`config.mk`:
```
export PLATFORM = sky130hd
export DESIGN_NAME = pport_front
export DESIGN_NICKNAME = d
export VERILOG_FILES = /design/src/rtl/pport_pkg.sv /design/src/rtl/pport_sync.sv /design/src/rtl/pport_regs.sv /design/src/rtl/pport_irq.sv /design/src/rtl/pport_front.sv
export SDC_FILE = /design/constraint.sdc
export NUM_CORES = 1
export LEC_CHECK = 0
export ABC_AREA = 1
export BUFFER_PORTS_ARGS = -buffer_cell sky130_fd_sc_hd__buf_2
export CAP_MARGIN = 25
export CORE_ASPECT_RATIO = 0.7
export CORE_MARGIN = 10
export CORE_UTILIZATION = 40
export CTS_CLUSTER_DIAMETER = 30
export DETAILED_ROUTE_END_ITERATION = 16
export PLACE_DENSITY = 0.73
export SYNTH_ARGS = -nofsm -noshare
export SYNTH_HDL_FRONTEND = slang
export SYNTH_SLANG_ARGS = --single-unit
export TNS_END_PERCENT = 1
```
`constraint.sdc`:
```
create_clock -name clk -period 1.05 [get_ports clk]
set_clock_uncertainty 0.05 [all_clocks]
set_input_delay 0 -clock clk [delete_from_list [all_inputs] [get_ports clk]]
set_output_delay 0 -clock clk [all_outputs]
set_load 0.02 [all_outputs]
```
`src/rtl/pport_pkg.sv`:
```
// Shared definitions for the parallel port front end.
// Assumes an 8-bit host bus and a 2-bit register offset.
package pport_pkg;
    localparam int BYTE_W = 8;
    localparam int OFS_W  = 2;

    // Register offsets seen by the host.
    typedef enum logic [OFS_W-1:0] {
        OFS_DATA = 2'd0,
        OFS_STAT = 2'd1,
        OFS_CTRL = 2'd2,
        OFS_NONE = 2'd3
    } pport_ofs_e;
endpackage

```
`src/rtl/pport_sync.sv`:
```
// Multi-stage synchronizer for a bus of asynchronous pins.
// Assumes each bit is treated independently (no bus coherence).
// On reset every stage holds RST_VAL.
module pport_sync #(
    parameter int          W       = 8,
    parameter int          STAGES  = 2,
    parameter logic [W-1:0] RST_VAL = '1
) (
    input  logic         clk,
    input  logic         rst_n,
    input  logic [W-1:0] d_i,
    output logic [W-1:0] q_o
);
    logic [W-1:0] stage_q [STAGES];

    // First stage samples the raw pins.
    always_ff @(posedge clk) begin
        if (!rst_n) stage_q[0] <= RST_VAL;
        else        stage_q[0] <= d_i;
    end

    // Remaining stages shift the sampled value along.
    for (genvar g = 1; g < STAGES; g++) begin : g_stage
        always_ff @(posedge clk) begin
            if (!rst_n) stage_q[g] <= RST_VAL;
            else        stage_q[g] <= stage_q[g-1];
        end
    end

    assign q_o = stage_q[STAGES-1];
endmodule

```
`src/rtl/pport_regs.sv`:
```
// Host register file: data and control latches plus the registered read mux.
// Assumes one strobe per cycle. Status writes and offset 3 writes are dropped.
// Exposes the control value as it will be after this cycle's write.
module pport_regs
    import pport_pkg::*;
#(
    parameter logic [BYTE_W-1:0] STAT_FORCE = 8'h07,
    parameter logic [BYTE_W-1:0] NONE_READ  = 8'hFF
) (
    input  logic              clk,
    input  logic              rst_n,
    input  logic [OFS_W-1:0]  ofs_i,
    input  logic              rd_i,
    input  logic              wr_i,
    input  logic [BYTE_W-1:0] wdata_i,
    input  logic [BYTE_W-1:0] stat_i,
    output logic [BYTE_W-1:0] rdata_o,
    output logic [BYTE_W-1:0] data_o,
    output logic [BYTE_W-1:0] ctrl_o,
    output logic [BYTE_W-1:0] ctrl_next_o
);
    logic [BYTE_W-1:0] data_q, ctrl_q, rdata_q, data_next, rsel;
    pport_ofs_e        ofs;

    assign ofs = pport_ofs_e'(ofs_i);

    // Next values of the writable latches.
    always_comb begin
        data_next   = data_q;
        ctrl_next_o = ctrl_q;
        if (wr_i && ofs == OFS_DATA) data_next   = wdata_i;
        if (wr_i && ofs == OFS_CTRL) ctrl_next_o = wdata_i;
    end

    // Read source selection.
    always_comb begin
        unique case (ofs)
            OFS_DATA: rsel = data_q;
            OFS_STAT: rsel = stat_i | STAT_FORCE;
            OFS_CTRL: rsel = ctrl_q;
            default:  rsel = NONE_READ;
        endcase
    end

    // Latch writes and capture read data.
    always_ff @(posedge clk) begin
        if (!rst_n) begin
            data_q  <= '0;
            ctrl_q  <= '0;
            rdata_q <= '0;
        end else begin
            data_q <= data_next;
            ctrl_q <= ctrl_next_o;
            if (rd_i) rdata_q <= rsel;
        end
    end

    assign data_o  = data_q;
    assign ctrl_o  = ctrl_q;
    assign rdata_o = rdata_q;

    AST_WR_IGNORED: assert property (@(posedge clk) disable iff (!rst_n)
        (wr_i && (ofs_i == 2'd1 || ofs_i == 2'd3)) |=> ($stable(data_q) && $stable(ctrl_q)));
    AST_NONE_READ: assert property (@(posedge clk) disable iff (!rst_n)
        (rd_i && ofs_i == 2'd3) |=> (rdata_q == 8'hFF));
    AST_STAT_LOW_ONES: assert property (@(posedge clk) disable iff (!rst_n)
        (rd_i && ofs_i == 2'd1) |=> (rdata_q[2:0] == 3'b111));
endmodule

```
`src/rtl/pport_irq.sv`:
```
// Interrupt generator: tracks the armed condition (enable high, acknowledge low)
// and emits a one-cycle pulse when it falls.
// Assumes the acknowledge input is already synchronized.
module pport_irq (
    input  logic clk,
    input  logic rst_n,
    input  logic en_next_i,
    input  logic ack_n_i,
    output logic irq_o
);
    logic armed_q, irq_q, armed_now;

    // Armed condition from the post-write enable and the current acknowledge.
    assign armed_now = en_next_i && !ack_n_i;

    // Track the armed condition and pulse on its falling edge.
    always_ff @(posedge clk) begin
        if (!rst_n) begin
            armed_q <= 1'b0;
            irq_q   <= 1'b0;
        end else begin
            armed_q <= armed_now;
            irq_q   <= armed_q && !armed_now;
        end
    end

    assign irq_o = irq_q;

    AST_IRQ_ONE_CYCLE: assert property (@(posedge clk) disable iff (!rst_n)
        irq_q |=> !irq_q);
endmodule

```
`src/rtl/pport_front.sv`:
```
// Parallel printer port front end: host registers, pin synchronizer and
// interrupt generator. Assumes the host offset is already decoded from the
// port's I/O range. Bit positions of enable and acknowledge are parameters.
module pport_front
    import pport_pkg::*;
#(
    parameter int SYNC_STAGES = 2,
    parameter int IEN_BIT     = 4,
    parameter int ACK_BIT     = 6
) (
    input  logic              clk,
    input  logic              rst_n,
    input  logic [OFS_W-1:0]  bus_ofs,
    input  logic              bus_rd,
    input  logic              bus_wr,
    input  logic [BYTE_W-1:0] bus_wdata,
    output logic [BYTE_W-1:0] bus_rdata,
    output logic [BYTE_W-1:0] pin_data_o,
    output logic [BYTE_W-1:0] pin_ctrl_o,
    input  logic [BYTE_W-1:0] pin_stat_i,
    output logic              irq_o
);
    logic [BYTE_W-1:0] stat_sync, ctrl_next;

    pport_sync #(.W(BYTE_W), .STAGES(SYNC_STAGES), .RST_VAL('1)) u_sync (
        .clk   (clk),
        .rst_n (rst_n),
        .d_i   (pin_stat_i),
        .q_o   (stat_sync)
    );

    pport_regs u_regs (
        .clk         (clk),
        .rst_n       (rst_n),
        .ofs_i       (bus_ofs),
        .rd_i        (bus_rd),
        .wr_i        (bus_wr),
        .wdata_i     (bus_wdata),
        .stat_i      (stat_sync),
        .rdata_o     (bus_rdata),
        .data_o      (pin_data_o),
        .ctrl_o      (pin_ctrl_o),
        .ctrl_next_o (ctrl_next)
    );

    pport_irq u_irq (
        .clk       (clk),
        .rst_n     (rst_n),
        .en_next_i (ctrl_next[IEN_BIT]),
        .ack_n_i   (stat_sync[ACK_BIT]),
        .irq_o     (irq_o)
    );

    AST_IRQ_NEEDS_EN: assert property (@(posedge clk) disable iff (!rst_n)
        $rose(irq_o) |-> $past(pin_ctrl_o[IEN_BIT]));
endmodule

```
Word-level counts from Yosys, hierarchy flattened

Memories as Yosys holds them, arrays and structs flattened.
Index checks and enable logic that the tools add are counted.

Equality and inequality tests: 2
Bitwise logic cells: 2
Mux-type cells: 6
Reduce and logical (&&, ||, !) cells: 7

Operator list:

| operator             | count |
|---|---|
| $pmux W8 S3          | 1 |
| $mux W8              | 2 |
| $mux W5              | 1 |
| $logic_and A1 B1 Y1  | 4 |
| $eq A2 B1 Y1 const B | 1 |
| $eq A2 B2 Y1 const B | 1 |
| $logic_not A1 Y1     | 2 |
| $logic_not A2 Y1     | 1 |
| $mux W1              | 2 |
| $or A1 B1 Y1         | 2 |

Bits in writable memories: 16
Memories: 1
Word-level logic and storage cells: 24
Output and inout port bits: 25
Flip-flop bits (word level): 26

Memories:

| memory         | words | bits a word | read ports | clocked after Yosys merged registers in | write ports | RTL line         | RTL |
|---|---|---|---|---|---|---|---|
| u_sync.stage_q | 2     | 8           | 2          | 0                                       | 2           | pport_sync.sv:14 | `logic [W-1:0] stage_q [STAGES];` |

Logic depth before layout (Yosys ltp)

Depth after elaboration: 6
Mapped depth: 6
Gate-level depth less buffers: 6

By module

Synthesis repeated with hierarchy kept, for this count alone.

Cells, all modules: 218
Area, all modules: 1690.4 um^2

Modules (own cells, without submodules):

| module     | sequential area each (um^2) | area each (um^2) | times used | cells an instance |
|---|---|---|---|---|
| pport_regs | 480.5                       | 1143.6           | 1          | 160 |
| pport_sync | 320.3                       | 479.2            | 1          | 50 |
| pport_irq  | 40.0                        | 67.6             | 1          | 8 |

Worst setup path after synthesis

Ideal clock, no wire load.

Kind: reg2reg
From: register u_regs.ctrl_q[4], in the netlist u_regs.ctrl_o[4]
To: register u_irq.armed_q
Slack: 0.226 ns
Clock period less this slack: 0.824 ns
Required time: 0.936 ns
Cell stages (with the launch flop): 5
Data arrival time: 0.710 ns
Path through: dfxtp_1 nand2_1 nand2_1 nand2_1 nor2_1

Longest elaborated chain between the ends: 2

Ends and longest elaborated chain:

| element                  | RTL line         | RTL |
|---|---|---|
| start: declaration       | pport_regs.sv:22 | `logic [BYTE_W-1:0] data_q, ctrl_q, rdata_q, data_next, rsel;` |
| start signal: assignment | pport_regs.sv:53 | `ctrl_q <= ctrl_next_o;` |
| $mux W5                  | pport_regs.sv:32 | `if (wr_i && ofs == OFS_CTRL) ctrl_next_o = wdata_i;` |
| $logic_and A1 B1 Y1      | pport_irq.sv:14  | `assign armed_now = en_next_i && !ack_n_i;` |
| end signal: assignment   | pport_irq.sv:22  | `armed_q <= armed_now;` |
| end: declaration         | pport_irq.sv:11  | `logic armed_q, irq_q, armed_now;` |

No other way between the ends.
A chain may end at the register's enable or synchronous reset.

Worst setup path in the final report

From: register u_regs.data_q[4], in the netlist u_regs.data_o[4]
To: output pin_data_o[4]

RTL lines:

| element                  | RTL line          | RTL |
|---|---|---|
| start: declaration       | pport_regs.sv:22  |  |
| start signal: assignment | pport_regs.sv:52  | `data_q <= data_next;` |
| end: declaration         | pport_front.sv:18 | `output logic [BYTE_W-1:0] pin_data_o,` |

No word-level cell between the ends.

==> flow_summary.html <==
<table>
<tr><th>Metric</th><th>Value</th></tr>
<tr><th colspan="2">Power and ir drop</th></tr>
<tr><td>Net switching fraction of the power</td><td>0.261</td></tr>
<tr><td>Clock power share</td><td>0.349</td></tr>
<tr><td>Combinational cell fraction of total power</td><td>0.143</td></tr>
<tr><td>Proportion of power drawn by flip-flops and latches</td><td>0.508</td></tr>
<tr><td>Power Internal</td><td>2.13 mW</td></tr>
<tr><td>Leakage power</td><td>0.889 nW</td></tr>
<tr><td>Power per unit of standard cell area</td><td>1520 mW/mm2</td></tr>
<tr><td>Maximum resistive drop on vdd</td><td>approximately 0.0011 V</td></tr>
<tr><td>Net switching component of the power</td><td>approximately 750 uW</td></tr>
<tr><th colspan="2">Synth</th></tr>
<tr><td>Biggest area consumer among synthesized cells</td><td>sky130_fd_sc_hd__dfxtp_1</td></tr>
<tr><td>Post-synthesis cell count</td><td>171</td></tr>
<tr><td>Synthesized net count</td><td>193</td></tr>
<tr><td>Synth async-reset ratio</td><td>0</td></tr>
<tr><td>Post-synthesis instance area</td><td>between 0.001 and 0.0015 mm2</td></tr>
<tr><td>Most common library cells after synthesis</td><td>36 x sky130_fd_sc_hd__dfxtp_1, 34 x sky130_fd_sc_hd__nand2_1, 27 x sky130_fd_sc_hd__nor2_1</td></tr>
<tr><td>Per-instance average area after synthesis</td><td>7.97 um2</td></tr>
<tr><td>Count of warnings emitted by yosys</td><td>0</td></tr>
<tr><td>Share of the synthesized area in the top cell type</td><td>0.529</td></tr>
<tr><td>Cells taking the most area after synthesis</td><td>sky130_fd_sc_hd__dfxtp_1 53%, sky130_fd_sc_hd__nand2_1 9.4%, sky130_fd_sc_hd__nor2_1 7.4%, sky130_fd_sc_hd__or2_1 4.6%, sky130_fd_sc_hd__a21oi_1 4.4%</td></tr>
<tr><td>Dominant synthesized flop cell</td><td>sky130_fd_sc_hd__dfxtp_1</td></tr>
<tr><td>Count leader, synth</td><td>sky130_fd_sc_hd__dfxtp_1</td></tr>
<tr><td>Number of distinct library cell variants in the gate-level netlist after synthesis</td><td>21</td></tr>
<tr><td>Number of flops mapped to enable cells by yosys</td><td>0</td></tr>
<tr><td>Number of flip-flops and latches in the synthesized netlist</td><td>36</td></tr>
<tr><td>Register area share after synthesis</td><td>0.529</td></tr>
<tr><th colspan="2">Die</th></tr>
<tr><td>Area of the placeable core</td><td>approximately 0.0032 mm2</td></tr>
<tr><td>Die Span Y</td><td>68.8 um</td></tr>
<tr><td>Die Outline Area</td><td>0.00618 mm2</td></tr>
<tr><td>Ports</td><td>47</td></tr>
<tr><td>Initial Utilization</td><td>0.424</td></tr>
<tr><td>Die width</td><td>roughly 90 um</td></tr>
<tr><td># rows</td><td>17</td></tr>
<tr><th colspan="2">Final layout</th></tr>
<tr><td>Area growth syn-to-layout</td><td>39.1%</td></tr>
<tr><td>Number of nets at the end of the flow</td><td>between 200 and 300</td></tr>
<tr><td>Antenna diode count</td><td>0</td></tr>
<tr><td>Proportion of layout cells with a drive suffix above 1</td><td>0.286</td></tr>
<tr><td>Final standard cell area without fillers</td><td>0.00190 mm2</td></tr>
<tr><th colspan="2">Critical path</th></tr>
<tr><td>Setup slack, reg-to-reg</td><td>270 ps</td></tr>
<tr><td>Buffer and inverter count on the worst path</td><td>1</td></tr>
<tr><td>Crit-path leading delay family</td><td>flip-flops</td></tr>
<tr><td>Levels on crit path</td><td>1</td></tr>
<tr><td>Endpoint arrival time on the critical path</td><td>840 ps</td></tr>
<tr><td>Critical Path Start</td><td>u_regs.data_o[4]</td></tr>
<tr><td>Delay contributed by the slowest stage of the critical path</td><td>between 300 and 400 ps</td></tr>
<tr><td>Crit path required time</td><td>1000 ps</td></tr>
<tr><td>Crit start category</td><td>flop</td></tr>
<tr><td>Source of the worst register-to-register timing path</td><td>u_sync.stage_q[1][6]</td></tr>
<tr><td>FF-to-FF End</td><td>u_regs.rdata_o[6]</td></tr>
<tr><td>Number of cell instances on the worst register-to-register path</td><td>4</td></tr>
<tr><td>Maximum fanout count along the critical path</td><td>3</td></tr>
<tr><td>Crit Path Class</td><td>flop to output port</td></tr>
<tr><td>Cell-by-cell listing of the critical path</td><td>buf_2</td></tr>
<tr><td>Worst setup path endpoint</td><td>pin_data_o[4]</td></tr>
<tr><td>Max stage delay cell, worst path</td><td>sky130_fd_sc_hd__dfxtp_1</td></tr>
<tr><td>Sort of element at the end of the critical path</td><td>output port</td></tr>
<tr><th colspan="2">Clocking</th></tr>
<tr><td>Gates resized, CTS repair</td><td>0</td></tr>
<tr><td>Clock edge transition at the registers on the reported setup and hold paths</td><td>~70 ps</td></tr>
<tr><td>Post-CTS setup-driven buffer insertion count</td><td>0</td></tr>
<tr><td>Clk sinks</td><td>36</td></tr>
<tr><td>Cell at the root of the clock tree</td><td>sky130_fd_sc_hd__clkbuf_8</td></tr>
<tr><td>Clock insertion delay at the later pin of the skew report</td><td>280 ps</td></tr>
<tr><td>Number of CTS-inserted buffers</td><td>5</td></tr>
<tr><td>TritonCTS clock tree</td><td>yes</td></tr>
<tr><td>Number of hold buffers added after CTS</td><td>13</td></tr>
<tr><td>Deepest level of the CTS H-tree</td><td>2</td></tr>
<tr><td>Maximum clock insertion buffer count</td><td>2</td></tr>
<tr><th colspan="2">Route</th></tr>
<tr><td>Via-to-Cell Ratio</td><td>4.59</td></tr>
<tr><td>Post-Route WL</td><td>3600 um</td></tr>
<tr><td>Routed length per instance</td><td>roughly 13 um</td></tr>
<tr><td>Detailed-router iteration count before antenna repair</td><td>4</td></tr>
<tr><td>First DRT Iteration DRCs</td><td>85</td></tr>
<tr><td>Via Count</td><td>1,307</td></tr>
<tr><td>Drt drc</td><td>0</td></tr>
<tr><td>Remaining antenna violation count after routing</td><td>0</td></tr>
<tr><th colspan="2">Place</th></tr>
<tr><td>Worst setup slack after placement</td><td>110 ps</td></tr>
<tr><td>Gp weighted congestion</td><td>0.783</td></tr>
<tr><td>Detailed placer's ending HPWL</td><td>around 2700 um</td></tr>
<tr><td>I/O Buffers</td><td>43</td></tr>
<tr><td>Instance area at placement</td><td>about 0.0017 mm2</td></tr>
<tr><th colspan="2">Global routing</th></tr>
<tr><td>Number of antenna violations at the first check in global routing</td><td>0</td></tr>
<tr><td>Vias in the first global route</td><td>1,290</td></tr>
<tr><td>Total GRT Usage</td><td>0.122</td></tr>
<tr><td>Largest net degree at the start of global routing</td><td>20</td></tr>
<tr><td>Total congestion overflow</td><td>0</td></tr>
<tr><td>Global-route wire length before repair</td><td>6140 um</td></tr>
<tr><th colspan="2">STA</th></tr>
<tr><td>Tightest Pin Transition</td><td>293 ps</td></tr>
<tr><td>Portion of the clock cycle consumed by the worst path in the final layout</td><td>0.847</td></tr>
<tr><td>Fin. max-slew vios</td><td>0</td></tr>
<tr><td>Minimum clock period after layout</td><td>889 ps</td></tr>
<tr><td>Number of hold violations in the final report</td><td>0</td></tr>
<tr><td>Final Setup Violations</td><td>0</td></tr>
<tr><td>Total negative setup slack</td><td>0 ps</td></tr>
<tr><td>Smallest hold slack</td><td>40.9 ps</td></tr>
<tr><td>RSZ-0062 raised after global routing</td><td>false</td></tr>
<tr><td>Final Worst Setup Slack</td><td>161 ps</td></tr>
<tr><td>Headroom to the max-slew limit</td><td>0.805</td></tr>
<tr><td>Upper clock frequency limit</td><td>1120 MHz</td></tr>
<tr><th colspan="2">Outcome</th></tr>
<tr><td>Status</td><td>completed</td></tr>
<tr><th colspan="2">Run</th></tr>
<tr><td>Number of maximum-capacitance violations</td><td>0</td></tr>
<tr><th colspan="2">Worst hold path</th></tr>
<tr><td>Type of the worst min-delay path</td><td>input pin to flop</td></tr>
</table>
## metal layers
layer  up-vias  routed length, um  track usage
li1        695                  -            -
met4         0                 24       0.0361
met5         -                  0            0
met1       570               1780        0.154
met2        37               1500        0.188
met3         5                291       0.0528
## cells by family after synthesis
kind of cell           count (synthesis)  share of synthesized area
and+or+nand+nor                       89                      0.303
AOI/OAI and AO/OA                     32                      0.119
buffers and inverters                 14                     0.0487
DFF                                   36                      0.529
## state kept, by name, summed over array words and instances (netlist names)
signal          count
u_regs.rdata_o      8
u_irq.armed_q       1
u_regs.ctrl_o       8
u_irq.irq_o         1
u_sync.stage_q     10
u_regs.data_o       8
## power groups by stage
stage	logic (mW)	registers [mW]	clock network, mW
2_1_floorplan	0.164	1.55	0
6_report	0.413	1.47	1.01
4_1_cts	0.417	1.47	1.02
3_3_place_gp	0.373	1.50	0
5_1_grt	0.460	1.47	1.09
3_5_place_dp	0.379	1.50	0
## worst min path at each step
stage,from,end,slack [ps],cells past startpoint
floorplan,pin_stat_i[3],u_sync.stage_q[0][3],50,1
global placement,pin_stat_i[5],u_sync.stage_q[0][5],130,2
detailed placement,pin_stat_i[7],u_sync.stage_q[0][7],130,2
CTS,bus_rd,u_regs.rdata_o[0],30,3
global route,bus_rd,u_regs.rdata_o[0],40,3
finish,bus_rd,u_regs.rdata_o[0],40,3
## final cells by class
class                      instances  area [um2]
fill                             323        1320
sequential                        36         721
multi-input combinational        121         576
timing repair buffer              66         420
clock buffer                       6        82.6
tap                               47        58.8
inverter                           7        27.5
clock inverter                     2        10.0
## placed cells by master, fill, tap and decap left out
cell	n
sky130_fd_sc_hd__nor2_4	1
sky130_fd_sc_hd__inv_1	4
sky130_fd_sc_hd__clkbuf_8	6
sky130_fd_sc_hd__or2_1	10
sky130_fd_sc_hd__o21ai_0	7
sky130_fd_sc_hd__nand3_1	5
sky130_fd_sc_hd__a21oi_1	12
sky130_fd_sc_hd__a21boi_1	1
sky130_fd_sc_hd__nand2_4	1
sky130_fd_sc_hd__buf_4	10
sky130_fd_sc_hd__dlygate4sd3_1	13
sky130_fd_sc_hd__nor2_2	1
sky130_fd_sc_hd__nand3b_1	1
sky130_fd_sc_hd__nand2_1	34
sky130_fd_sc_hd__dfxtp_1	36
sky130_fd_sc_hd__nor2_1	27
sky130_fd_sc_hd__inv_2	2
sky130_fd_sc_hd__buf_2	43
sky130_fd_sc_hd__nand3_2	1
sky130_fd_sc_hd__clkinv_2	3
sky130_fd_sc_hd__nand4_1	8
sky130_fd_sc_hd__o21ai_1	12
## stage by stage
step                cells  power, mW   util
floorplan             171       1.72      -
global placement      264       1.87  0.521
detailed placement    264       1.88  0.521
CTS                   285       2.91  0.590
global route          285       3.02  0.590
finish                285       2.88  0.590
Power figures use the tool's default switching activity.
